## src/rtl/sfl_pkg.sv

```systemverilog
package sfl_pkg;
  typedef enum logic [2:0] {
    ST_IDLE,
    ST_SETUP,
    ST_CLK_HIGH,
    ST_CLK_LOW,
    ST_LE_DELAY,
    ST_LE_HIGH,
    ST_DONE
  } sfl_state_t;
endpackage

```

## src/rtl/sfl_countdown.sv

```systemverilog
module sfl_countdown #(
  parameter int W = 8
) (
  input  logic         clk,
  input  logic         rst,
  input  logic         load,
  input  logic [W-1:0] load_val,
  output logic         expired
);
  logic [W-1:0] cnt;

  always_ff @(posedge clk) begin
    if (rst) begin
      cnt <= '0;
    end else if (load) begin
      cnt <= load_val;
    end else if (cnt != '0) begin
      cnt <= cnt - 1'b1;
    end
  end

  assign expired = (cnt == '0);

  // a nonzero load must leave at least one further cycle in the phase
  assert_phase_len_R5: assert property (@(posedge clk) disable iff (rst)
    (load && load_val != '0) |=> !expired);
endmodule

```

## src/rtl/sfl_frame_shift.sv

```systemverilog
module sfl_frame_shift #(
  parameter int TOTAL = 20
) (
  input  logic             clk,
  input  logic             rst,
  input  logic             load,
  input  logic             shift,
  input  logic [TOTAL-1:0] frame,
  output logic             ser
);
  logic [TOTAL-1:0] sr;

  always_ff @(posedge clk) begin
    if (rst) begin
      sr <= '0;
    end else if (load) begin
      sr <= frame;
    end else if (shift) begin
      sr <= {sr[TOTAL-2:0], 1'b0};
    end
  end

  // highest index leaves first: it travels to the far end of the chain
  assign ser = sr[TOTAL-1];
endmodule

```

## src/rtl/sfl_sequencer.sv

```systemverilog
module sfl_sequencer
  import sfl_pkg::*;
#(
  parameter int TOTAL     = 20,
  parameter int CW        = 8,
  parameter int SETUP_CYC = 13,
  parameter int HIGH_CYC  = 25,
  parameter int LOW_EFF   = 25,
  parameter int LD_CYC    = 13,
  parameter int LW_CYC    = 25
) (
  input  logic          clk,
  input  logic          rst,
  input  logic          start,
  input  logic          expired,
  output logic          cnt_load,
  output logic [CW-1:0] cnt_val,
  output logic          sr_load,
  output logic          sr_shift,
  output logic          sclk,
  output logic          latch,
  output logic          busy,
  output logic          done
);
  localparam int BW = (TOTAL > 1) ? $clog2(TOTAL) : 1;
  localparam logic [BW-1:0] LAST_IDX = BW'(TOTAL - 1);

  sfl_state_t    state;
  logic [BW-1:0] bit_idx;
  logic          accept;
  logic          last_bit;

  assign accept   = start && (state == ST_IDLE || state == ST_DONE);
  assign last_bit = (bit_idx == LAST_IDX);

  always_comb begin
    cnt_load = 1'b0;
    cnt_val  = '0;
    sr_load  = accept;
    sr_shift = (state == ST_CLK_LOW) && expired;
    if (accept) begin
      cnt_load = 1'b1;
      cnt_val  = CW'(SETUP_CYC - 1);
    end else if (expired) begin
      case (state)
        ST_SETUP: begin
          cnt_load = 1'b1;
          cnt_val  = CW'(HIGH_CYC - 1);
        end
        ST_CLK_HIGH: begin
          cnt_load = 1'b1;
          cnt_val  = CW'(LOW_EFF - 1);
        end
        ST_CLK_LOW: begin
          cnt_load = 1'b1;
          cnt_val  = last_bit ? CW'(LD_CYC - 1) : CW'(SETUP_CYC - 1);
        end
        ST_LE_DELAY: begin
          cnt_load = 1'b1;
          cnt_val  = CW'(LW_CYC - 1);
        end
        default: begin
          cnt_load = 1'b0;
        end
      endcase
    end
  end

  always_ff @(posedge clk) begin
    if (rst) begin
      state   <= ST_IDLE;
      bit_idx <= '0;
      sclk    <= 1'b0;
      latch   <= 1'b0;
      busy    <= 1'b0;
      done    <= 1'b0;
    end else begin
      done <= 1'b0;
      case (state)
        ST_IDLE, ST_DONE: begin
          if (start) begin
            state   <= ST_SETUP;
            busy    <= 1'b1;
            bit_idx <= '0;
          end else begin
            state <= ST_IDLE;
          end
        end
        ST_SETUP: if (expired) begin
          state <= ST_CLK_HIGH;
          sclk  <= 1'b1;
        end
        ST_CLK_HIGH: if (expired) begin
          state <= ST_CLK_LOW;
          sclk  <= 1'b0;
        end
        ST_CLK_LOW: if (expired) begin
          if (last_bit) begin
            state <= ST_LE_DELAY;
          end else begin
            state   <= ST_SETUP;
            bit_idx <= bit_idx + 1'b1;
          end
        end
        ST_LE_DELAY: if (expired) begin
          state <= ST_LE_HIGH;
          latch <= 1'b1;
        end
        ST_LE_HIGH: if (expired) begin
          state <= ST_DONE;
          latch <= 1'b0;
          busy  <= 1'b0;
          done  <= 1'b1;
        end
        default: state <= ST_IDLE;
      endcase
    end
  end

  assert_le_clk_apart_R6: assert property (@(posedge clk) disable iff (rst)
    latch |-> !sclk);
  assert_done_single_R7: assert property (@(posedge clk) disable iff (rst)
    done |=> !done);
  assert_done_not_busy_R7: assert property (@(posedge clk) disable iff (rst)
    done |-> !busy);
  assert_busy_on_start_R10: assert property (@(posedge clk) disable iff (rst)
    sr_load |=> busy);
endmodule

```

## src/rtl/serial_frame_loader.sv

```systemverilog
module serial_frame_loader #(
  parameter int DEVICES       = 2,
  parameter int CHANNELS      = 10,
  parameter int SETUP_CYC     = 13,
  parameter int HIGH_CYC      = 25,
  parameter int LOW_CYC       = 25,
  parameter int HOLD_CYC      = 13,
  parameter int LATCH_DLY_CYC = 13,
  parameter int LATCH_W_CYC   = 25
) (
  input  logic                         clk,
  input  logic                         rst,
  input  logic                         start,
  input  logic [DEVICES*CHANNELS-1:0]  frame,
  input  logic                         blank_req,
  output logic                         drv_data,
  output logic                         drv_clk,
  output logic                         drv_le,
  output logic                         drv_blank,
  output logic                         busy,
  output logic                         done
);
  localparam int TOTAL    = DEVICES * CHANNELS;
  localparam int HOLD_REM = (HOLD_CYC > HIGH_CYC) ? (HOLD_CYC - HIGH_CYC) : 0;
  localparam int LOW_EFF  = (LOW_CYC > HOLD_REM) ? LOW_CYC : HOLD_REM;
  localparam int M1       = (SETUP_CYC > HIGH_CYC) ? SETUP_CYC : HIGH_CYC;
  localparam int M2       = (LOW_EFF > LATCH_DLY_CYC) ? LOW_EFF : LATCH_DLY_CYC;
  localparam int M3       = (M1 > M2) ? M1 : M2;
  localparam int MAXV     = (M3 > LATCH_W_CYC) ? M3 : LATCH_W_CYC;
  localparam int CW       = $clog2(MAXV + 1);
  localparam int RW       = $clog2(TOTAL + 1) + 1;

  logic          cnt_load;
  logic [CW-1:0] cnt_val;
  logic          expired;
  logic          sr_load;
  logic          sr_shift;

  sfl_countdown #(.W(CW)) u_timer (
    .clk      (clk),
    .rst      (rst),
    .load     (cnt_load),
    .load_val (cnt_val),
    .expired  (expired)
  );

  sfl_frame_shift #(.TOTAL(TOTAL)) u_shift (
    .clk   (clk),
    .rst   (rst),
    .load  (sr_load),
    .shift (sr_shift),
    .frame (frame),
    .ser   (drv_data)
  );

  sfl_sequencer #(
    .TOTAL     (TOTAL),
    .CW        (CW),
    .SETUP_CYC (SETUP_CYC),
    .HIGH_CYC  (HIGH_CYC),
    .LOW_EFF   (LOW_EFF),
    .LD_CYC    (LATCH_DLY_CYC),
    .LW_CYC    (LATCH_W_CYC)
  ) u_seq (
    .clk      (clk),
    .rst      (rst),
    .start    (start),
    .expired  (expired),
    .cnt_load (cnt_load),
    .cnt_val  (cnt_val),
    .sr_load  (sr_load),
    .sr_shift (sr_shift),
    .sclk     (drv_clk),
    .latch    (drv_le),
    .busy     (busy),
    .done     (done)
  );

  // blanking is a plain registered pass-through, high (outputs off) from reset
  always_ff @(posedge clk) begin
    if (rst) drv_blank <= 1'b1;
    else     drv_blank <= blank_req;
  end

  // ---- timing observers for the assertions below ----
  localparam logic [CW:0] SETUP_MIN = (CW+1)'(SETUP_CYC - 1);
  localparam logic [CW:0] HIGH_V    = (CW+1)'(HIGH_CYC);
  localparam logic [CW:0] LW_V      = (CW+1)'(LATCH_W_CYC);
  localparam logic [RW-1:0] TOTAL_V = RW'(TOTAL);

  logic          data_q, clk_q;
  logic [CW:0]   age_q, hi_q, le_q;
  logic [RW-1:0] rises_q;

  always_ff @(posedge clk) begin
    if (rst) begin
      data_q  <= 1'b0;
      clk_q   <= 1'b0;
      age_q   <= '0;
      hi_q    <= '0;
      le_q    <= '0;
      rises_q <= '0;
    end else begin
      data_q <= drv_data;
      clk_q  <= drv_clk;
      if (drv_data != data_q)   age_q <= '0;
      else if (age_q != '1)     age_q <= age_q + 1'b1;
      hi_q <= drv_clk ? hi_q + 1'b1 : '0;
      le_q <= drv_le  ? le_q + 1'b1 : '0;
      if (sr_load)                rises_q <= '0;
      else if (drv_clk && !clk_q) rises_q <= rises_q + 1'b1;
    end
  end

  assert_setup_R4: assert property (@(posedge clk) disable iff (rst)
    $rose(drv_clk) |-> (drv_data == data_q) && (age_q >= SETUP_MIN));
  assert_hold_R4: assert property (@(posedge clk) disable iff (rst)
    drv_clk |-> (drv_data == data_q));
  assert_clk_width_R5: assert property (@(posedge clk) disable iff (rst)
    $fell(drv_clk) |-> (hi_q == HIGH_V));
  assert_le_width_R6: assert property (@(posedge clk) disable iff (rst)
    $fell(drv_le) |-> (le_q == LW_V));
  assert_edge_count_R3: assert property (@(posedge clk) disable iff (rst)
    $rose(drv_le) |-> (rises_q == TOTAL_V));
  assert_no_reload_R8: assert property (@(posedge clk) disable iff (rst)
    sr_load |-> !busy);
  assert_blank_follow_R9: assert property (@(posedge clk) disable iff (rst)
    !$past(rst) |-> (drv_blank == $past(blank_req)));
endmodule

```

## config.mk

```make
export PLATFORM = sky130hd
export DESIGN_NAME = serial_frame_loader
export DESIGN_NICKNAME = d
export VERILOG_FILES = /design/src/rtl/sfl_pkg.sv /design/src/rtl/sfl_countdown.sv /design/src/rtl/sfl_frame_shift.sv /design/src/rtl/sfl_sequencer.sv /design/src/rtl/serial_frame_loader.sv
export SDC_FILE = /design/constraint.sdc
export NUM_CORES = 1
export LEC_CHECK = 0
export BUFFER_PORTS_ARGS = -buffer_cell sky130_fd_sc_hd__buf_2
export CAP_MARGIN = 20
export CORE_MARGIN = 2
export CORE_UTILIZATION = 45
export DETAILED_ROUTE_END_ITERATION = 7
export GPL_TIMING_DRIVEN = 0
export MAX_ROUTING_LAYER = met4
export PLACE_DENSITY_LB_ADDON = 0.1
export SLEW_MARGIN = 20
export SYNTH_ARGS = -nofsm -noshare
export SYNTH_HDL_FRONTEND = slang
export SYNTH_SLANG_ARGS = --single-unit
```

## constraint.sdc

```tcl
create_clock -name clk -period 2 [get_ports clk]
set_input_delay 0.2 -clock clk [delete_from_list [all_inputs] [get_ports clk]]
set_output_delay 0.2 -clock clk [all_outputs]
set_load 0.005 [all_outputs]
```

==> reports/qor.txt <==
Clock Latency Late Sink: 0.29 ns
CTS tree: built
number of nets in the layout: 274
fin util: 56.3%
final critical-path share of the clock period: 95.0%
largest net degree at the start of global routing: 12
Slew Viols, Final: 0
Die ar.: 4480 sq um
met1 Track Usage GR: 28.1%
Final ANT Viol Nets: 0
Max rail drop VDD: 409 uV
Worst Hold Class: in2reg
Synth Warn #: 0
RSZ-0062 raised after global routing: false
syn_nets: 239
RR Startpoint: u_timer.cnt[0]
mapped cell area: 1780 sq um
Avg Vias per Cell: 5.54
met3 GRT Util: 4.05%
1st-iter DRT viols: 95
H-tree depth: 2
FF-to-FF path depth: 7
status: complete, no violations
Worst Skew: 0.00785 ns
setup bufs post-CTS: 0
post-DP HPWL: 2.75 mm
top_reg_cell synth: dfxtp_1
post-synth top area share: 42.7%
nature of the critical path startpoint: flop
first-pass GRT wire length: 6.34 mm
DRC: 0
critical path launch point: u_timer.cnt[0]
pre-CTS WS: 0.0234 ns
final worst setup slack: 0.101 ns
CTS sink count: 38
total gr overflow: 0
first-pass iteration count of the detailed router: 4
worst slew pin tran: 0.528 ns
Root Buffer: clkbuf_8
Synth Instances: 213
setup TNS: 0 ns
Seq cells post-synth: 38
CP endpoint kind: flop
Die Y-Extent: 66.9 microns
vias in the first global route: 1,323
register area share after synthesis: 42.7%
WS Path Type: reg2reg
GRT Overall Usage: 19.3%
min Tclk post-route: 1.90 ns
Final setup viols: 0
post-synth top area cell: dfxtp_1
vias post-DR: 1,646
highest clock rate: 0.526 GHz
GRT met2 Usage: 26.1%
most frequent cell after synthesis: nand2_1
Pwr per Cell Area: 1170 nW/um^2
Hold Crit Start: blank_req
share of layout cells above drive strength 1: 23.7%
area grow syn2layout: 18.2%
Num CTS Buffers: 5
final hold violation count: 0
Max-slew headroom: 64.8%
Starting Density: 47.6%
ANT cells: 0
CP Data Required Time: 2.17 ns
Crit path arrival time: 2.06 ns
max-cap violation count: 0
drt wl/cell: 13.3 microns
clock transition at the registers of the reported paths: 0.08 ns
core area: 3740 sq um
io pins: 30
Longest Clk Path Bufs: 2
syn avg cell area: 8.37 sq um
ys async rst share: 0%
GRT busiest layer: met1
input/output buffers: 28
Post-synth top cells: nand2_1 (41), dfxtp_1 (38), nor2_1 (26), a311oi_1 (20), a21oi_1 (9)
Row Count: 22
crit-path max FO: 9
Pwr Total: 2.46 mW
synth unique cells: 41
initial antenna violation count: 0
Placer Congestion: 0.831
Synth area leaders: dfxtp_1 (43%), a311oi_1 (9.8%), nand2_1 (8.6%)
Pleak: 0.787 nW
hold depth: 2
Die X-Extent: 66.9 microns
Post-synth EDFFs: 0
Post-Route WL: 3.96 mm
-- layout by cell type, fill, tap and decap left out, drive strengths merged, types with 2 or more instances in the layout --
cell,count
a2111oi,2
a21oi,9
a311oi,20
buf,37
clkbuf,14
dfxtp,38
ha,2
inv,3
nand2,41
nand2b,4
nand3,7
nand4,3
nand4bb,2
nor2,27
nor2b,2
nor3,6
nor4b,2
o21ai,5
xnor2,3
xor2,4
-- flip-flops by register name, indices dropped and copies added, names as in the netlist --
register and count:
u_seq.busy 1, u_seq.bit_idx 5, drv_blank 1, u_seq.sclk 1, u_seq.done 1, u_seq.latch 1, u_timer.cnt 5, u_shift.sr 20
u_seq.state 3
-- repair_timing --
| item | CTS | global route |
|---|---|---|
| gates resized for setup | 0 | 8 |
| endpoints found under the setup margin | 0 | 26 |
| hold buffers | 0 | 0 |
-- metrics by stage --
stage / instance area, sq um / hold slack, ns / std cells
after floorplan: 1780 / 0.304 / 213
after global placement: 1980 / 0.387 / 289
after detailed placement: 1980 / 0.387 / 289
after CTS: 2070 / 0.0916 / 297
after global routing: 2110 / 0.0897 / 297
final: 2110 / 0.0899 / 297
-- area by class of cell --
class                   count  area, sq um
repair buffers             28          140
clock buffers               7         86.3
clock inverters             1         5.00
well taps                  48         60.1
flip-flops and latches     38          761
inverters                   3         11.3
fillers                   377         1640
plain buffers              16         86.3
multi-input cells         156          958
-- report_power, final --
part	internal (mW)	switching (mW)	leakage, nW
sequential	0.919	0.112	0.313
clock	0.278	0.265	0.0482
combinational	0.388	0.500	0.426
-- worst paths after layout --
kind	end	slack, ns
max reg2reg	u_timer.cnt[1]	0.10
min reg2reg	u_seq.latch	0.47
max	u_timer.cnt[1]	0.10
min	drv_blank	0.09
-- cell families (layout without fill, tap and decap cells) --
logic type,after synthesis,count (layout),synth area share (%)
and+or+nand+nor,104,104,28.6
AOI/OAI and AO/OA,42,42,17.9
DFF,38,38,42.7
buffers and inverters,19,55,5.40
xor gates and xnor gates,7,7,3.44
adders and majority gates,2,2,1.40
muxes,1,1,0.632
-- critical path, stage by stage, from the launching register on --
cell	delay (ns)
dfxtp_1	0.31
inv_1	0.08
ha_2	0.21
or4b_1	0.43
clkbuf_2	0.18
or3_4	0.37
nand3_1	0.12
a2111oi_1	0.07
-- per-layer routing --
layer | routed length, microns | vias to the layer above
li1 | - | 836
met1 | 2000 | 776
met2 | 1770 | 29
met3 | 141 | 5
met4 | 44 | 0
met5 | 0 | -
(Power assumes the default switching activity.)
